<file path="src/rtl/ctl_filter_pkg.sv">
package ctl_filter_pkg;
  typedef enum logic [1:0] {
    CH_DE = 2'd0,
    CH_HS = 2'd1,
    CH_VS = 2'd2
  } ctl_ch_e;

  localparam int unsigned NUM_CH = 3;

  function automatic bit ch_is_qualified(input int unsigned ch);
    return ch != int'(CH_VS);
  endfunction
endpackage

</file>
<file path="src/rtl/ctl_window_timer.sv">
module ctl_window_timer #(
  parameter int unsigned WIN_LEN = 130
) (
  input  logic clk_i,
  input  logic rst_ni,
  input  logic filt_en_i,
  output logic win_last_o,
  output logic mode_o
);
  localparam int unsigned CW = (WIN_LEN > 1) ? $clog2(WIN_LEN) : 1;
  localparam logic [CW-1:0] LAST = CW'(WIN_LEN - 1);

  logic [CW-1:0] cnt_q;
  logic          mode_q;
  logic          win_first;

  assign win_first  = (cnt_q == '0);
  assign win_last_o = (cnt_q == LAST);
  // mode is live on the first edge of a window, then frozen
  assign mode_o     = win_first ? filt_en_i : mode_q;

  always_ff @(posedge clk_i or negedge rst_ni) begin
    if (!rst_ni) begin
      cnt_q  <= '0;
      mode_q <= 1'b0;
    end else begin
      cnt_q  <= win_last_o ? '0 : cnt_q + 1'b1;
      mode_q <= mode_o;
    end
  end
endmodule

</file>
<file path="src/rtl/ctl_width_qual.sv">
module ctl_width_qual #(
  parameter int unsigned DEPTH   = 3,
  parameter bit          QUAL_EN = 1'b1
) (
  input  logic clk_i,
  input  logic rst_ni,
  input  logic raw_i,
  input  logic mode_i,
  input  logic cur_i,
  output logic want_o
);
  logic [DEPTH-1:0] sh_q;
  logic             steady;

  always_ff @(posedge clk_i or negedge rst_ni) begin
    if (!rst_ni) sh_q <= '0;
    else         sh_q <= {sh_q[DEPTH-2:0], raw_i};
  end

  assign steady = (&sh_q) | ~(|sh_q);

  generate
    if (QUAL_EN) begin : g_qual
      // unsteady history keeps the present output level
      assign want_o = (mode_i && !steady) ? cur_i : sh_q[DEPTH-1];
    end else begin : g_pass
      logic unused_w;
      assign unused_w = mode_i ^ cur_i ^ steady;
      assign want_o   = sh_q[DEPTH-1];
    end
  endgenerate
endmodule

</file>
<file path="src/rtl/ctl_budget_gate.sv">
module ctl_budget_gate #(
  parameter int unsigned LIMIT   = 2,
  parameter int unsigned MIN_GAP = 0
) (
  input  logic clk_i,
  input  logic rst_ni,
  input  logic want_i,
  input  logic win_last_i,
  output logic out_o
);
  localparam int unsigned UW = $clog2(LIMIT + 1);

  logic [UW-1:0] used_q;
  logic          gap_ok;
  logic          fire;

  assign fire = (want_i != out_o) && (used_q < UW'(LIMIT)) && gap_ok;

  always_ff @(posedge clk_i or negedge rst_ni) begin
    if (!rst_ni) begin
      out_o  <= 1'b0;
      used_q <= '0;
    end else begin
      if (fire) out_o <= want_i;
      if (win_last_i) used_q <= '0;
      else if (fire)  used_q <= used_q + 1'b1;
    end
  end

  generate
    if (MIN_GAP > 1) begin : g_gap
      localparam int unsigned HW = $clog2(MIN_GAP);
      logic [HW-1:0] hold_q;
      assign gap_ok = (hold_q == '0);
      always_ff @(posedge clk_i or negedge rst_ni) begin
        if (!rst_ni)            hold_q <= '0;
        else if (fire)          hold_q <= HW'(MIN_GAP - 1);
        else if (hold_q != '0)  hold_q <= hold_q - 1'b1;
      end
    end else begin : g_nogap
      assign gap_ok = 1'b1;
    end
  endgenerate
endmodule

</file>
<file path="src/rtl/ctl_glitch_filter.sv">
module ctl_glitch_filter
  import ctl_filter_pkg::*;
#(
  parameter int unsigned WIN_LEN    = 130,
  parameter int unsigned MIN_PULSE  = 3,
  parameter int unsigned PAIR_LIMIT = 2,
  parameter int unsigned VS_LIMIT   = 1,
  parameter int unsigned VS_MIN_GAP = 130
) (
  input  logic clk_i,
  input  logic rst_ni,
  input  logic filt_en_i,
  input  logic de_i,
  input  logic hs_i,
  input  logic vs_i,
  output logic de_o,
  output logic hs_o,
  output logic vs_o
);
  logic              win_last;
  logic              mode;
  logic [NUM_CH-1:0] raw;
  logic [NUM_CH-1:0] want;
  logic [NUM_CH-1:0] cur;

  assign raw = {vs_i, hs_i, de_i};

  ctl_window_timer #(.WIN_LEN(WIN_LEN)) u_timer (
    .clk_i     (clk_i),
    .rst_ni    (rst_ni),
    .filt_en_i (filt_en_i),
    .win_last_o(win_last),
    .mode_o    (mode)
  );

  for (genvar c = 0; c < NUM_CH; c++) begin : g_ch
    localparam bit          QUAL = ch_is_qualified(c);
    localparam int unsigned LIM  = QUAL ? PAIR_LIMIT : VS_LIMIT;
    localparam int unsigned GAP  = QUAL ? 0 : VS_MIN_GAP;

    ctl_width_qual #(.DEPTH(MIN_PULSE), .QUAL_EN(QUAL)) u_qual (
      .clk_i (clk_i),
      .rst_ni(rst_ni),
      .raw_i (raw[c]),
      .mode_i(mode),
      .cur_i (cur[c]),
      .want_o(want[c])
    );

    ctl_budget_gate #(.LIMIT(LIM), .MIN_GAP(GAP)) u_gate (
      .clk_i     (clk_i),
      .rst_ni    (rst_ni),
      .want_i    (want[c]),
      .win_last_i(win_last),
      .out_o     (cur[c])
    );
  end

  assign de_o = cur[CH_DE];
  assign hs_o = cur[CH_HS];
  assign vs_o = cur[CH_VS];
endmodule

</file>
<file path="config.mk">
export PLATFORM = sky130hd
export DESIGN_NAME = ctl_glitch_filter
export DESIGN_NICKNAME = d
export VERILOG_FILES = /design/src/rtl/ctl_filter_pkg.sv /design/src/rtl/ctl_window_timer.sv /design/src/rtl/ctl_width_qual.sv /design/src/rtl/ctl_budget_gate.sv /design/src/rtl/ctl_glitch_filter.sv
export SDC_FILE = /design/constraint.sdc
export NUM_CORES = 1
export LEC_CHECK = 0
export ABC_CLOCK_PERIOD_IN_PS = 2700
export BUFFER_PORTS_ARGS = -buffer_cell sky130_fd_sc_hd__clkbuf_2
export CAP_MARGIN = 40
export CORE_ASPECT_RATIO = 0.75
export CORE_MARGIN = 5
export CORE_UTILIZATION = 42
export DETAILED_ROUTE_END_ITERATION = 7
export GPL_TIMING_DRIVEN = 0
export PLACE_DENSITY = 0.7
export SYNTH_ARGS = -nofsm -noshare
export SYNTH_HDL_FRONTEND = slang
export SYNTH_HIERARCHICAL = 1
export SYNTH_SLANG_ARGS = --single-unit
</file>
<file path="constraint.sdc">
create_clock -name clk_i -period 2.7 [get_ports clk_i]
set_input_delay 0.27 -clock clk_i [delete_from_list [all_inputs] [get_ports clk_i]]
set_output_delay 0.27 -clock clk_i [all_outputs]
set_load 0.01 [all_outputs]
</file>
Word-level counts from Yosys, hierarchy flattened
Index checks and enable logic that the tools add are counted.
{"block": "word_totals", "out_inout_bits": 3, "in_bits": 6, "regBits": 34}
{"block": "op_classes", "eq_ne": 4, "reduce_logical": 19, "muxes": 12, "n_bitwise": 4, "n_lt_le_gt_ge": 3, "n_addsub": 5}
{"op": "$mux W8", "count": 3}
{"op": "$logic_not A8 Y1", "count": 2}
{"op": "$add A8 B1 Y8 const B", "count": 1}
{"op": "$eq A8 B8 Y1 const B", "count": 1}
{"op": "$mux W2", "count": 4}
{"op": "$reduce_bool A2 Y1", "count": 4}
{"op": "$reduce_bool A8 Y1", "count": 1}
{"op": "$sub A8 B1 Y8 const B", "count": 1}
{"op": "$logic_and A1 B1 Y1", "count": 6}
{"op": "$reduce_and A3 Y1", "count": 2}
{"op": "$reduce_or A3 Y1", "count": 2}
{"op": "$mux W1", "count": 5}
{"op": "$add A2 B1 Y2 const B", "count": 2}
{"op": "$lt A2 B2 Y1 const B", "count": 2}
{"op": "$ne A1 B1 Y1", "count": 3}
{"op": "$logic_not A1 Y1", "count": 2}
{"op": "$not A1 Y1", "count": 2}
{"op": "$or A1 B1 Y1", "count": 2}
{"op": "$add A1 B1 Y1 const B", "count": 1}
{"op": "$lt A1 B1 Y1 const B", "count": 1}

Logic depth before layout (Yosys ltp)
Gate-level depths: netlist (run 1).
{"block": "depth", "depth_word": 10, "depth_mapped": 10, "ltp_nobuf": 10}

Hierarchy
Netlist (run 1), hierarchy kept.
{"module": "ctl_budget_gate (g_ch[2].u_gate)", "area_per_inst_um2": 521.8, "seq_area_each_um2": 250.2, "cells_per_inst": 49, "n_inst": 1}
{"module": "ctl_window_timer", "area_per_inst_um2": 432.9, "seq_area_each_um2": 225.2, "cells_per_inst": 37, "n_inst": 1}
{"module": "ctl_budget_gate (g_ch[0].u_gate ...)", "area_per_inst_um2": 128.9, "seq_area_each_um2": 75.1, "cells_per_inst": 11, "n_inst": 2}
{"module": "ctl_width_qual (g_ch[0].u_qual ...)", "area_per_inst_um2": 101.3, "seq_area_each_um2": 75.1, "cells_per_inst": 8, "n_inst": 2}
{"module": "ctl_width_qual (g_ch[2].u_qual)", "area_per_inst_um2": 75.1, "seq_area_each_um2": 75.1, "cells_per_inst": 3, "n_inst": 1}

Least setup slack after synthesis (run 1)
No wires, ideal clock.
{"block": "synth_path", "path_kind": "reg-to-reg", "start": "register u_timer.cnt_q[5]", "end": "register g_ch[0].u_gate.used_q[0]", "slack_ns": 0.218, "setup_ns": 0.078, "synth_period_minus_slack_ns": 2.482, "required_ns": 2.622, "stages_incl_launch_ff": 9, "arrival_time_ns": 2.405, "path_cell_list": "dfrtp_1 > or4_4 > nor4b_2 > mux2_2 > o211ai_1 > nand3_1 > xnor2_1 > or3_1 > a21oi_1"}
{"block": "synth_between", "elab_chain_len": 7, "word_cells_on_any_way": 9}
{"element": "from (decl)", "line": "ctl_window_timer.sv:13", "rtl": "logic [CW-1:0] cnt_q;"}
{"element": "from (signal assigned)", "line": "ctl_window_timer.sv:27", "rtl": "cnt_q <= win_last_o ? '0 : cnt_q + 1'b1;"}
{"element": "$logic_not A8 Y1", "line": "ctl_window_timer.sv:17", "rtl": "assign win_first = (cnt_q == '0);"}
{"element": "$mux W1", "line": "ctl_window_timer.sv:20", "rtl": "assign mode_o = win_first ? filt_en_i : mode_q;"}
{"element": "named net mode", "line": "ctl_glitch_filter.sv:21", "rtl": "logic mode;"}
{"element": "$logic_and A1 B1 Y1", "line": "ctl_width_qual.sv:25", "rtl": "assign want_o = (mode_i && !steady) ? cur_i : sh_q[DEPTH-1];"}
{"element": "$mux W1", "line": "ctl_width_qual.sv:25"}
{"element": "named net want[0]", "line": "ctl_glitch_filter.sv:23", "rtl": "logic [NUM_CH-1:0] want;"}
{"element": "$ne A1 B1 Y1", "line": "ctl_budget_gate.sv:17", "rtl": "assign fire = (want_i != out_o) && (used_q < UW'(LIMIT)) && gap_ok;"}
{"element": "$logic_and A1 B1 Y1", "line": "ctl_budget_gate.sv:17"}
{"element": "$reduce_bool A2 Y1 (no source line)"}
{"element": "to (signal assigned)", "line": "ctl_budget_gate.sv:26", "rtl": "else if (fire) used_q <= used_q + 1'b1;"}
{"element": "to (decl)", "line": "ctl_budget_gate.sv:13", "rtl": "logic [UW-1:0] used_q;"}
The timed path passes the listed nets, and every way through them passes these cells.
A chain may end at the register's enable or synchronous reset.

Final worst setup path (run 1)
{"block": "layout_path", "start": "register u_timer.cnt_q[5]", "end": "register g_ch[1].u_gate.used_q[0]"}
{"block": "layout_between", "elab_chain_len": 7, "word_cells_on_any_way": 9}
{"element": "$logic_not A8 Y1", "line": "ctl_window_timer.sv:17"}
{"element": "$mux W1", "line": "ctl_window_timer.sv:20"}
{"element": "named net mode", "line": "ctl_glitch_filter.sv:21"}
{"element": "$logic_and A1 B1 Y1", "line": "ctl_width_qual.sv:25"}
{"element": "$mux W1", "line": "ctl_width_qual.sv:25"}
{"element": "named net want[1]", "line": "ctl_glitch_filter.sv:23"}
{"element": "$ne A1 B1 Y1", "line": "ctl_budget_gate.sv:17"}
{"element": "$logic_and A1 B1 Y1", "line": "ctl_budget_gate.sv:17"}
{"element": "$reduce_bool A2 Y1 (no source line)"}
{"element": "to (signal assigned)", "line": "ctl_budget_gate.sv:26"}
{"element": "to (decl)", "line": "ctl_budget_gate.sv:13"}
The timed path passes the listed nets, and every way through them passes these cells.

==> results of run 1 <==
[worst max-delay path: cells and delay by family, from the launching register on]
kind	cells	cell delay [ns]
simple gates	4	1.30
compound gates	2	0.28
mux	1	0.36
flops	1	0.41
xor+xnor	1	0.15
[where the power goes]
part	switching (mW)	internal, mW	leakage [nW]
logic	0.185	0.190	0.301
registers	0.135	0.624	0.399
clock network	0.166	0.196	0.0431
[worst paths after layout]
check	startpoint	endpoint	slack, ns	cells after the start
worst max register to register	u_timer/cnt_q[5]	g_ch[1].u_gate/used_q[0]	0.11	8
worst min register to register	g_ch[2].u_qual/sh_q[1]	g_ch[2].u_qual/sh_q[2]	0.35	0
worst min-delay path	rst_ni	g_ch[0].u_qual/sh_q[0]	0.06	1
worst max-delay path	u_timer/cnt_q[5]	g_ch[1].u_gate/used_q[0]	0.11	8
max in group asynchronous	rst_ni	g_ch[2].u_gate/g_gap.hold_q[5]	2.14	1
min in group clk_i	de_i	g_ch[0].u_qual/sh_q[0]	0.09	1
[sequential cells by signal (all words and copies together) (netlist names)]
register and cells:
g_ch.u_gate/g_gap.hold_q 8, g_ch.u_gate/out_o 3, g_ch.u_gate/used_q 5, g_ch.u_qual/sh_q 9
u_timer/cnt_q 8, u_timer/mode_q 1
[timing repair]
action / 4_1_cts / 5_1_grt
gates resized for setup: 0 / 4
buffers inserted: 0 / 0
setup endpoints to repair: 0 / 2
[layer usage]
metal / wire length, µm / vias up / global-route usage
met1: 1100 / 464 / 0.134
met4: 53 / 0 / 0.0673
li1: - / 478 / -
met5: 0 / - / 0
met3: 92 / 5 / 0.0482
met2: 1080 / 11 / 0.173
[kinds of logic after synthesis]
group,count (synthesis),synth area share
fa+ha+maj,4,0.0336
flops,34,0.571
xor+xnor,10,0.0588
buf+inv,9,0.0227
simple gates,40,0.168
compound gates,20,0.0722
mux,10,0.0739
[area by class of cell]
cell class | count | share of cell area
sequential | 34 | 0.503
multi-input combinational | 84 | 0.372
clock buffer | 6 | 0.0489
tap | 40 | 0.0296
inverter | 9 | 0.0200
timing repair buffer | 9 | 0.0266
[placed cells by master, fill, tap and decap left out, types with 2 or more instances in the layout]
cell | synthesis | layout
nand2_1 | 3 | 3
dfrtp_1 | 34 | 34
nor3_1 | 2 | 2
xor2_1 | 2 | 2
nor2_1 | 6 | 6
or4_4 | 2 | 2
o211ai_1 | 2 | 2
and3_1 | 2 | 2
or3_1 | 3 | 3
mux2_2 | 7 | 6
xnor2_1 | 8 | 8
nor2b_1 | 2 | 2
mux2i_1 | 2 | 2
o21ai_0 | 8 | 8
o21ai_1 | 2 | 2
inv_1 | 9 | 9
a21oi_1 | 7 | 7
clkbuf_2 | 0 | 8
or4_1 | 2 | 2
ha_1 | 4 | 4
nand3_1 | 12 | 10
nand3_2 | 0 | 2
clkbuf_8 | 0 | 6
[through the flow]
stage | std cells | setup WS [ns] | power (mW) | area [µm²]
after floorplan | 127 | 0.218 | 1.02 | 1490
after global placement | 175 | 0.105 | 1.11 | 1580
after detailed placement | 176 | 0.0231 | 1.14 | 1590
after CTS | 182 | 0.0114 | 1.51 | 1670
after global routing | 182 | 0.00549 | 1.60 | 1690
final | 182 | 0.113 | 1.49 | 1690
==> impl_results.md, run 1 <==
* Period utilisation layout at 0.958
* Static leakage at 0.743 nW
* GRT Util Overall at 0.112
* Detailed-route DRC error count at 0
* Post-layout nets at 153
* Starting density of the core at 0.444
* Critical Path Start Type: flip-flop
* Vertical die dimension at 61.6 µm
* Number of failing hold endpoints at the final stage at 0
* Hold Path Class: input port to async pin
* #FFs+latches synth at 34
* FF+latch area at 851 µm²
* Post-Syn Instances at 127
* CTS Sinks at 34
* Fraction of synthesis flops using an asynchronous set or reset pin at 1.00
* Number of DRC markers after the initial detailed-route iteration at 53
* Max Slew Vio Count at 0
* Transition time at the pin with the least slew margin at 0.796 ns
* Post-synth EDFFs at 0
* Via count of the first global-routing pass at 899
* Multi-input logic area at 628 µm²
* Setup repair after global routing missed its margin: no
* Share of the synthesized area in the top cell type at 0.571
* Final WL at 2.32 mm
* Kind of critical path: flip-flop to flip-flop
* Peak supply drop at 471 µV
* Clock tree from TritonCTS: done
* TritonCTS Buffers at 5
* Number of vias per cell after detailed routing at 5.26
* P per Cell Area at 884 mW/mm²
* Worst-case hold slack at 0.0634 ns
* Finish-stage setup viols at 0
* Data arrival time of the worst path at 2.79 ns
* Worst slew margin relative to its limit at 0.469
* Area growth from synthesis to layout at 13.4%
* Sum of negative setup slack at 0 ns
* Endpoint kind of the worst setup timing path: flip-flop
* Highest achievable clock rate at 386 MHz
* Clock period minus final worst setup slack at 2.59 ns
* Core Util, Final at 0.504
* Cell type with the highest aggregate area in the netlist: dfrtp_1
* Clock root buffer: clkbuf_8
* Fraction of layout instances using a drive strength above 1 at 0.204
* Standard-cell rows at 18
* Number of max-capacitance violations reported at 0
* Yosys warnings at 6
* Final ANT Viol Nets at 0
* Number of inserted diodes at 0
* Area of the die at 0.00485 mm²
* Top cells by count, synth: 34 x dfrtp_1, 12 x nand3_1, 9 x inv_1, 8 x o21ai_0, 8 x xnor2_1
* Largest net degree at the start of global routing at 35
* Run status: finished, final reports clean
* CP max FO at 5
* GRT overflow at 0
* Clock tree buffer depth at 2
* Total iterations of the first detailed-routing run at 4
* Dominant cells by area after synthesis: dfrtp_1 57%, mux2_2 5.3%, xnor2_1 4.7%
* H-tree depth at 2
* Top-count cell post-synth: dfrtp_1
* Wire length of the first global-routing pass at 3.98 mm
* Average routed wire per standard cell at 12.8 µm
* Standard cell with the maximum stage delay on the critical path: or4_4
* Number of buffers inserted by port buffering at 8
* Core Box Area at 0.00336 mm²
* Filler cell count in the final layout at 288
* Fraction of the yosys area taken by sequential cells at 0.571
* Largest stage delay, worst path at 0.58 ns
* Critical Path, Cell by Cell: or4_4 > nor4b_4 > mux2_4 > o211ai_1 > nand3_2 > xnor2_1 > or3_1 > a21oi_1
* Clock slew at reported path FFs at 0.06 ns
* Clock latency on the worst-skew pair at 0.28 ns
* Number of nets produced by synthesis at 137
* Die width at 78.8 µm
* Final weighted congestion in routability-driven placement at 0.807
* Number of antenna violations at the first check in global routing at 0
* Total half-perimeter wirelength after legalization and detailed placement at 1.73 mm
* Post-synth cell types at 28
* Mapped Area at 0.00149 mm²
* Worst EP required at 2.90 ns
* Number of I/O pins at 9
* Mean instance size in the synthesized netlist at 11.7 µm²
* Most used flip-flop cell after synthesis: dfrtp_1
* Worst-case clock skew at 0.00265 ns
* Via count at 958
* Cts-stage hold buffer count at 0
No activity file was read; power rests on OpenSTA's default activity.
==> run 2: changes to the inputs <==
--- a/config.mk
+++ b/config.mk
@@ -10,10 +10,10 @@
 export CAP_MARGIN = 40
 export CORE_ASPECT_RATIO = 0.75
 export CORE_MARGIN = 5
-export CORE_UTILIZATION = 42
+export CORE_UTILIZATION = 40
 export DETAILED_ROUTE_END_ITERATION = 7
 export GPL_TIMING_DRIVEN = 0
-export PLACE_DENSITY = 0.7
+export PLACE_DENSITY = 0.67
 export SYNTH_ARGS = -nofsm -noshare
 export SYNTH_HDL_FRONTEND = slang
 export SYNTH_HIERARCHICAL = 1
==> impl_results.md, run 2 (synthesized netlist as in run 1, its figures left out) <==
* Clock period minus final worst setup slack at 2.55 ns (was 2.59 ns)
* Sum of negative setup slack at 0 ns (unchanged)
* Area of the die at 0.00506 mm² (was 0.00485 mm²)
* Number of max-capacitance violations reported at 0 (unchanged)
* Most common cell after layout, fill and taps aside: dfrtp_1 (unchanged)
* Number of failing hold endpoints at the final stage at 0 (unchanged)
* Worst slew margin relative to its limit at 0.408 (was 0.469)
* Static leakage at 0.743 nW (about the same)
* GRT Util Overall at 0.108 (was 0.112)
* Kind of critical path: flip-flop to flip-flop (unchanged)
* Final ANT Viol Nets at 0 (unchanged)
* Clock slew at reported path FFs at 0.07 ns (was 0.06 ns)
* Clock latency on the worst-skew pair at 0.28 ns (about the same)
* Highest achievable clock rate at 392 MHz (was 386 MHz)
* Number of antenna violations at the first check in global routing at 0 (unchanged)
* Total half-perimeter wirelength after legalization and detailed placement at 1.65 mm (was 1.73 mm)
* Number of inserted diodes at 0 (unchanged)
* Final total power at 1.49 mW (about the same)
* Standard-cell rows at 19 (was 18)
* Registers with the most flip-flops: g_ch.u_qual/sh_q: 9 flops, g_ch.u_gate/g_gap.hold_q: 8 flops, u_timer/cnt_q: 8 flops (unchanged)
* Setup repair after global routing missed its margin: no (unchanged)
* Largest net degree at the start of global routing at 35 (unchanged)
* Post-route non-filler standard cell count at 196 (was 182)
* Vertical die dimension at 62.9 µm (was 61.6 µm)
* Multi-input logic area at 623 µm² (was 628 µm²)
* Final WL at 2.34 mm (was 2.32 mm)
* Area growth from synthesis to layout at 14.9% (was 13.4%)
* Commonest cells after routing, fill and taps aside: 34 x dfrtp_1, 11 x nand3_1, 9 x inv_1 (was 34 x dfrtp_1, 10 x nand3_1, 9 x inv_1)
* Total instance count after detailed placement at 187 (was 176)
* Hold Path Class: input port to async pin (unchanged)
* P per Cell Area at 873 mW/mm² (was 884 mW/mm²)
* Via count at 986 (was 958)
* CTS Sinks at 34 (unchanged)
* R2r startpoint: u_timer/cnt_q[4] (was u_timer/cnt_q[5])
* H-tree depth at 2 (unchanged)
* Number of buffers inserted by port buffering at 8 (unchanged)
* Core Box Area at 0.00364 mm² (was 0.00336 mm²)
* Smallest setup slack after layout at 0.147 ns (was 0.113 ns)
* FF+latch area at 851 µm² (unchanged)
* Wire length of the first global-routing pass at 4.28 mm (was 3.98 mm)
* GRT overflow at 0 (unchanged)
* Endpoint kind of the worst setup timing path: flip-flop (unchanged)
* Total iterations of the first detailed-routing run at 4 (unchanged)
* TritonCTS Buffers at 5 (unchanged)
* Clock root buffer: clkbuf_8 (unchanged)
* Worst EP required at 2.91 ns (was 2.90 ns)
* Post-layout nets at 153 (unchanged)
* Final standard cell area without fillers at 0.00171 mm² (was 0.00169 mm²)
* Number of vias per cell after detailed routing at 5.03 (was 5.26)
* Period utilisation layout at 0.946 (was 0.958)
* Critical Path Start Type: flip-flop (unchanged)
* Core Util, Final at 0.471 (was 0.504)
* Number of DRC markers after the initial detailed-route iteration at 84 (was 53)
* Max Slew Vio Count at 0 (unchanged)
* Run status: finished, final reports clean (unchanged)
* Via count of the first global-routing pass at 1,018 (was 899)
* Worst-case hold slack at 0.0660 ns (was 0.0634 ns)
* CP max FO at 5 (unchanged)
* Worst-case clock skew at 0.00589 ns (was 0.00265 ns)
* Die width at 80.5 µm (was 78.8 µm)
* Max reg flops at 9 (unchanged)
* Filler cell count in the final layout at 315 (was 288)
* Slack of the worst reg-to-reg path at 0.15 ns (was 0.11 ns)
* Pre-CTS worst setup slack at 0.0372 ns (was 0.0231 ns)
* Final weighted congestion in routability-driven placement at 0.837 (was 0.807)
* Transition time at the pin with the least slew margin at 0.881 ns (was 0.796 ns)
* Clock tree from TritonCTS: done (unchanged)
* Detailed-route DRC error count at 0 (unchanged)
* Number of I/O pins at 9 (unchanged)
* Finish-stage setup viols at 0 (unchanged)
* Top register by number of flip-flops: g_ch.u_qual/sh_q (unchanged)
* Average routed wire per standard cell at 11.9 µm (was 12.8 µm)
* Clock tree buffer depth at 2 (unchanged)
* Worst flop-to-flop path endpoint: g_ch[1].u_gate/used_q[0] (unchanged)
* Number of cells on the worst reg-to-reg path at 8 (unchanged)
* Data arrival time of the worst path at 2.76 ns (was 2.79 ns)
* Fraction of layout instances using a drive strength above 1 at 0.201 (was 0.204)
* Placed inst area at 0.00160 mm² (was 0.00159 mm²)
* Starting density of the core at 0.410 (was 0.444)
* Peak supply drop at 503 µV (was 471 µV)
## run 2: metal layers
metal  share of wire  up-vias  GRT usage
li1                -      481          -
met1            0.44      480      0.127
met2            0.49       17      0.173
met3           0.035        8     0.0274
met4           0.026        0     0.0675
met5               0        -          0
## run 2: how the worst max path moves through the flow
stage                                           to  cells after the start              from
final                     g_ch[1].u_gate/used_q[0]                      8  u_timer/cnt_q[4]
after global placement    g_ch[0].u_gate/used_q[0]                      8  u_timer/cnt_q[5]
after floorplan           g_ch[0].u_gate/used_q[0]                      8  u_timer/cnt_q[5]
after CTS                 g_ch[0].u_gate/used_q[0]                      8  u_timer/cnt_q[5]
after global routing      g_ch[0].u_gate/used_q[0]                      8  u_timer/cnt_q[4]
after detailed placement  g_ch[0].u_gate/used_q[0]                      8  u_timer/cnt_q[5]
## run 2: worst max-delay path, stage by stage (launching register included)
cell      delay [ns]
dfrtp_1         0.41
or4_4           0.56
nor4b_4         0.29
mux2_4          0.36
o211ai_1        0.10
nand3_1         0.16
xnor2_1         0.16
or3_1           0.30
a21oi_1         0.14
## run 2: layout make-up
| class | instances | share of cell area |
|---|---|---|
| Clock buffer | 7 | 0.0504 |
| Inverter | 9 | 0.0197 |
| Clock inverter | 1 | 0.00292 |
| Sequential cell | 34 | 0.497 |
| Tap cell | 52 | 0.0380 |
| Multi-Input combinational cell | 84 | 0.364 |
| Timing Repair Buffer | 9 | 0.0278 |
## run 2: power by group
| group | switching (mW) | internal [mW] |
|---|---|---|
| combinational | 0.180 | 0.189 |
| sequential | 0.130 | 0.624 |
| clock | 0.166 | 0.205 |
## run 2: what timing repair did
action,in CTS,in global routing
hold buffers,0,0
setup endpoints to repair,0,2
buffers inserted,0,1
hold endpoints to repair,0,0
resized for setup,0,3
==> run 3: changes to the inputs <==
--- a/config.mk
+++ b/config.mk
@@ -12,7 +12,6 @@
 export CORE_MARGIN = 5
 export CORE_UTILIZATION = 40
 export DETAILED_ROUTE_END_ITERATION = 7
-export GPL_TIMING_DRIVEN = 0
 export PLACE_DENSITY = 0.67
 export SYNTH_ARGS = -nofsm -noshare
 export SYNTH_HDL_FRONTEND = slang
==> impl_results.md, run 3 (synthesized netlist as in run 1, its figures left out) <==
* Clock latency on the worst-skew pair at 0.28 ns (about the same)
* Clock period minus final worst setup slack at 2.59 ns (was 2.55 ns)
* Starting density of the core at 0.410 (unchanged)
* Smallest setup slack after layout at 0.106 ns (was 0.147 ns)
* Registers with the most flip-flops: g_ch.u_qual/sh_q: 9 flops, g_ch.u_gate/g_gap.hold_q: 8 flops, u_timer/cnt_q: 8 flops (unchanged)
* Final weighted congestion in routability-driven placement at 0.826 (was 0.837)
* Max Slew Vio Count at 0 (unchanged)
* Total half-perimeter wirelength after legalization and detailed placement at 1.74 mm (was 1.65 mm)
* Largest net degree at the start of global routing at 35 (unchanged)
* Fraction of met2 tracks used by global routing at 0.178 (was 0.173)
* GRT overflow at 0 (unchanged)
* Filler cell count in the final layout at 307 (was 315)
* Total instance count after detailed placement at 188 (was 187)
* Total iterations of the first detailed-routing run at 4 (unchanged)
* Sum of negative setup slack at 0 ns (unchanged)
* Worst-case clock skew at 0.00357 ns (was 0.00589 ns)
* Worst EP required at 2.91 ns (about the same)
* TritonCTS Buffers at 5 (unchanged)
* Clock root buffer: clkbuf_8 (unchanged)
* CP Capture Point: g_ch[0].u_gate/used_q[0] (was g_ch[1].u_gate/used_q[0])
* Area of the die at 0.00506 mm² (unchanged)
* Fraction of layout instances using a drive strength above 1 at 0.222 (was 0.201)
* Clock tree buffer depth at 2 (unchanged)
* Kind of critical path: flip-flop to flip-flop (unchanged)
* Die width at 80.5 µm (unchanged)
* Endpoint kind of the worst setup timing path: flip-flop (unchanged)
* Most common cell after layout, fill and taps aside: dfrtp_1 (unchanged)
* Multi-input logic area at 632 µm² (was 623 µm²)
* Number of DRC markers after the initial detailed-route iteration at 56 (was 84)
* GRT Util Overall at 0.116 (was 0.108)
* Peak supply drop at 530 µV (was 503 µV)
* Static leakage at 0.758 nW (was 0.743 nW)
* Clock tree from TritonCTS: done (unchanged)
* Post-CTS sizing at 0 (unchanged)
* Via count of the first global-routing pass at 963 (was 1,018)
* Cts-stage hold buffer count at 0 (unchanged)
* Final ANT Viol Nets at 0 (unchanged)
* Vertical die dimension at 62.9 µm (unchanged)
* Standard-cell rows at 19 (unchanged)
* Launch point of the worst path: u_timer/cnt_q[5] (was u_timer/cnt_q[4])
* Worst slew margin relative to its limit at 0.465 (was 0.408)
* H-tree depth at 2 (unchanged)
* Via count at 997 (was 986)
* Clock slew at reported path FFs at 0.07 ns (about the same)
* Highest achievable clock rate at 385 MHz (was 392 MHz)
* Number of buffers inserted by port buffering at 8 (unchanged)
* CTS Sinks at 34 (unchanged)
* Wire length of the first global-routing pass at 4.42 mm (was 4.28 mm)
* Critical Path Start Type: flip-flop (unchanged)
* Number of antenna violations at the first check in global routing at 0 (unchanged)
* Transition time at the pin with the least slew margin at 0.803 ns (was 0.881 ns)
* Max reg flops at 9 (unchanged)
* Number of failing hold endpoints at the final stage at 0 (unchanged)
* Setup repair after global routing missed its margin: no (unchanged)
* Data arrival time of the worst path at 2.81 ns (was 2.76 ns)
* Core Util, Final at 0.478 (was 0.471)
* Finish-stage setup viols at 0 (unchanged)
* FF+latch area at 851 µm² (unchanged)
* Number of buffers inserted to repair setup after CTS at 0 (unchanged)
* Slack of the worst reg-to-reg path at 0.11 ns (was 0.15 ns)
* R2r startpoint: u_timer/cnt_q[5] (was u_timer/cnt_q[4])
* Met3 track demand over resource in global routing at 0.0519 (was 0.0274)
* Number of cells on the worst reg-to-reg path at 8 (unchanged)
* Average routed wire per standard cell at 12.8 µm (was 11.9 µm)
* Top register by number of flip-flops: g_ch.u_qual/sh_q (unchanged)
* P per Cell Area at 902 mW/mm² (was 873 mW/mm²)
* Post-route non-filler standard cell count at 196 (unchanged)
* Core Box Area at 0.00364 mm² (unchanged)
* Commonest cells after routing, fill and taps aside: 34 x dfrtp_1, 10 x nand3_1, 9 x inv_1 (was 34 x dfrtp_1, 11 x nand3_1, 9 x inv_1)
* Number of max-capacitance violations reported at 0 (unchanged)
* Post-layout nets at 153 (unchanged)
* Pre-CTS worst setup slack at 0.0662 ns (was 0.0372 ns)
* Worst-case hold slack at 0.0662 ns (was 0.0660 ns)
* Final WL at 2.50 mm (was 2.34 mm)
* Number of I/O pins at 9 (unchanged)
* Hold Path Class: input port to async pin (unchanged)
* Run status: finished, final reports clean (unchanged)
* Number of vias per cell after detailed routing at 5.09 (was 5.03)
* Area growth from synthesis to layout at 16.7% (was 14.9%)
* Period utilisation layout at 0.961 (was 0.946)
* Number of inserted diodes at 0 (unchanged)
* Worst flop-to-flop path endpoint: g_ch[0].u_gate/used_q[0] (was g_ch[1].u_gate/used_q[0])
* Met1 capacity usage during global routing at 0.134 (was 0.127)
* Detailed-route DRC error count at 0 (unchanged)
* Most heavily used metal layer in global routing: met2 (unchanged)
* CP max FO at 5 (unchanged)
run 3: cell types whose count changed in the layout (fill, tap and decap cells not counted):
cell      before  now
a21oi_1        7    6
a21oi_2        0    1
clkbuf_1       1    0
clkbuf_8       6    8
clkinv_2       1    0
nand3_1       11   10
nand3_2        1    2
run 3: per-stage QoR:
step	power (mW)	instance area [µm²]
finish	1.57	1740
global route	1.68	1740
CTS	1.57	1710
detailed placement	1.14	1600
global placement	1.11	1600
floorplan	1.02	1490
run 3: critical path, cell delays in order, from the launching register on:
cell and delay [ns]:
dfrtp_1 0.42, or4_4 0.58, nor4b_4 0.28, mux2_4 0.35, o211ai_1 0.12, nand3_2 0.13
xnor2_1 0.16, or3_1 0.34, a21oi_2 0.14
run 3: worst min path at each step:
stage,startpoint,to,cells past startpoint
4_1_cts,rst_ni,g_ch[1].u_gate/used_q[0],1
6_report,rst_ni,g_ch[1].u_gate/used_q[0],1
5_1_grt,vs_i,g_ch[2].u_qual/sh_q[0],1
2_1_floorplan,rst_ni,g_ch[0].u_gate/out_o,0
3_5_place_dp,g_ch[2].u_qual/sh_q[1],g_ch[2].u_qual/sh_q[2],0
3_3_place_gp,g_ch[2].u_qual/sh_q[1],g_ch[2].u_qual/sh_q[2],0
run 3: area by class of cell:
| cell class | count | share of cell area |
|---|---|---|
| clock buffer | 8 | 0.0633 |
| multi-input combinational | 84 | 0.363 |
| timing repair buffer | 9 | 0.0273 |
| sequential | 34 | 0.489 |
| inverter | 9 | 0.0194 |
| tap | 52 | 0.0374 |
run 3: layer usage:
metal | part of all wire | routed length, µm | up-vias
met1 | 0.44 | 1110 | 491
li1 | - | - | 479
met3 | 0.047 | 118 | 6
met5 | 0 | 0 | -
met2 | 0.49 | 1230 | 21
met4 | 0.017 | 43 | 0
run 3: power by group:
group	internal (mW)	total, mW	switching, mW	leakage, nW
clock network	0.257	0.429	0.171	0.0575
logic	0.193	0.383	0.190	0.301
registers	0.623	0.758	0.134	0.399
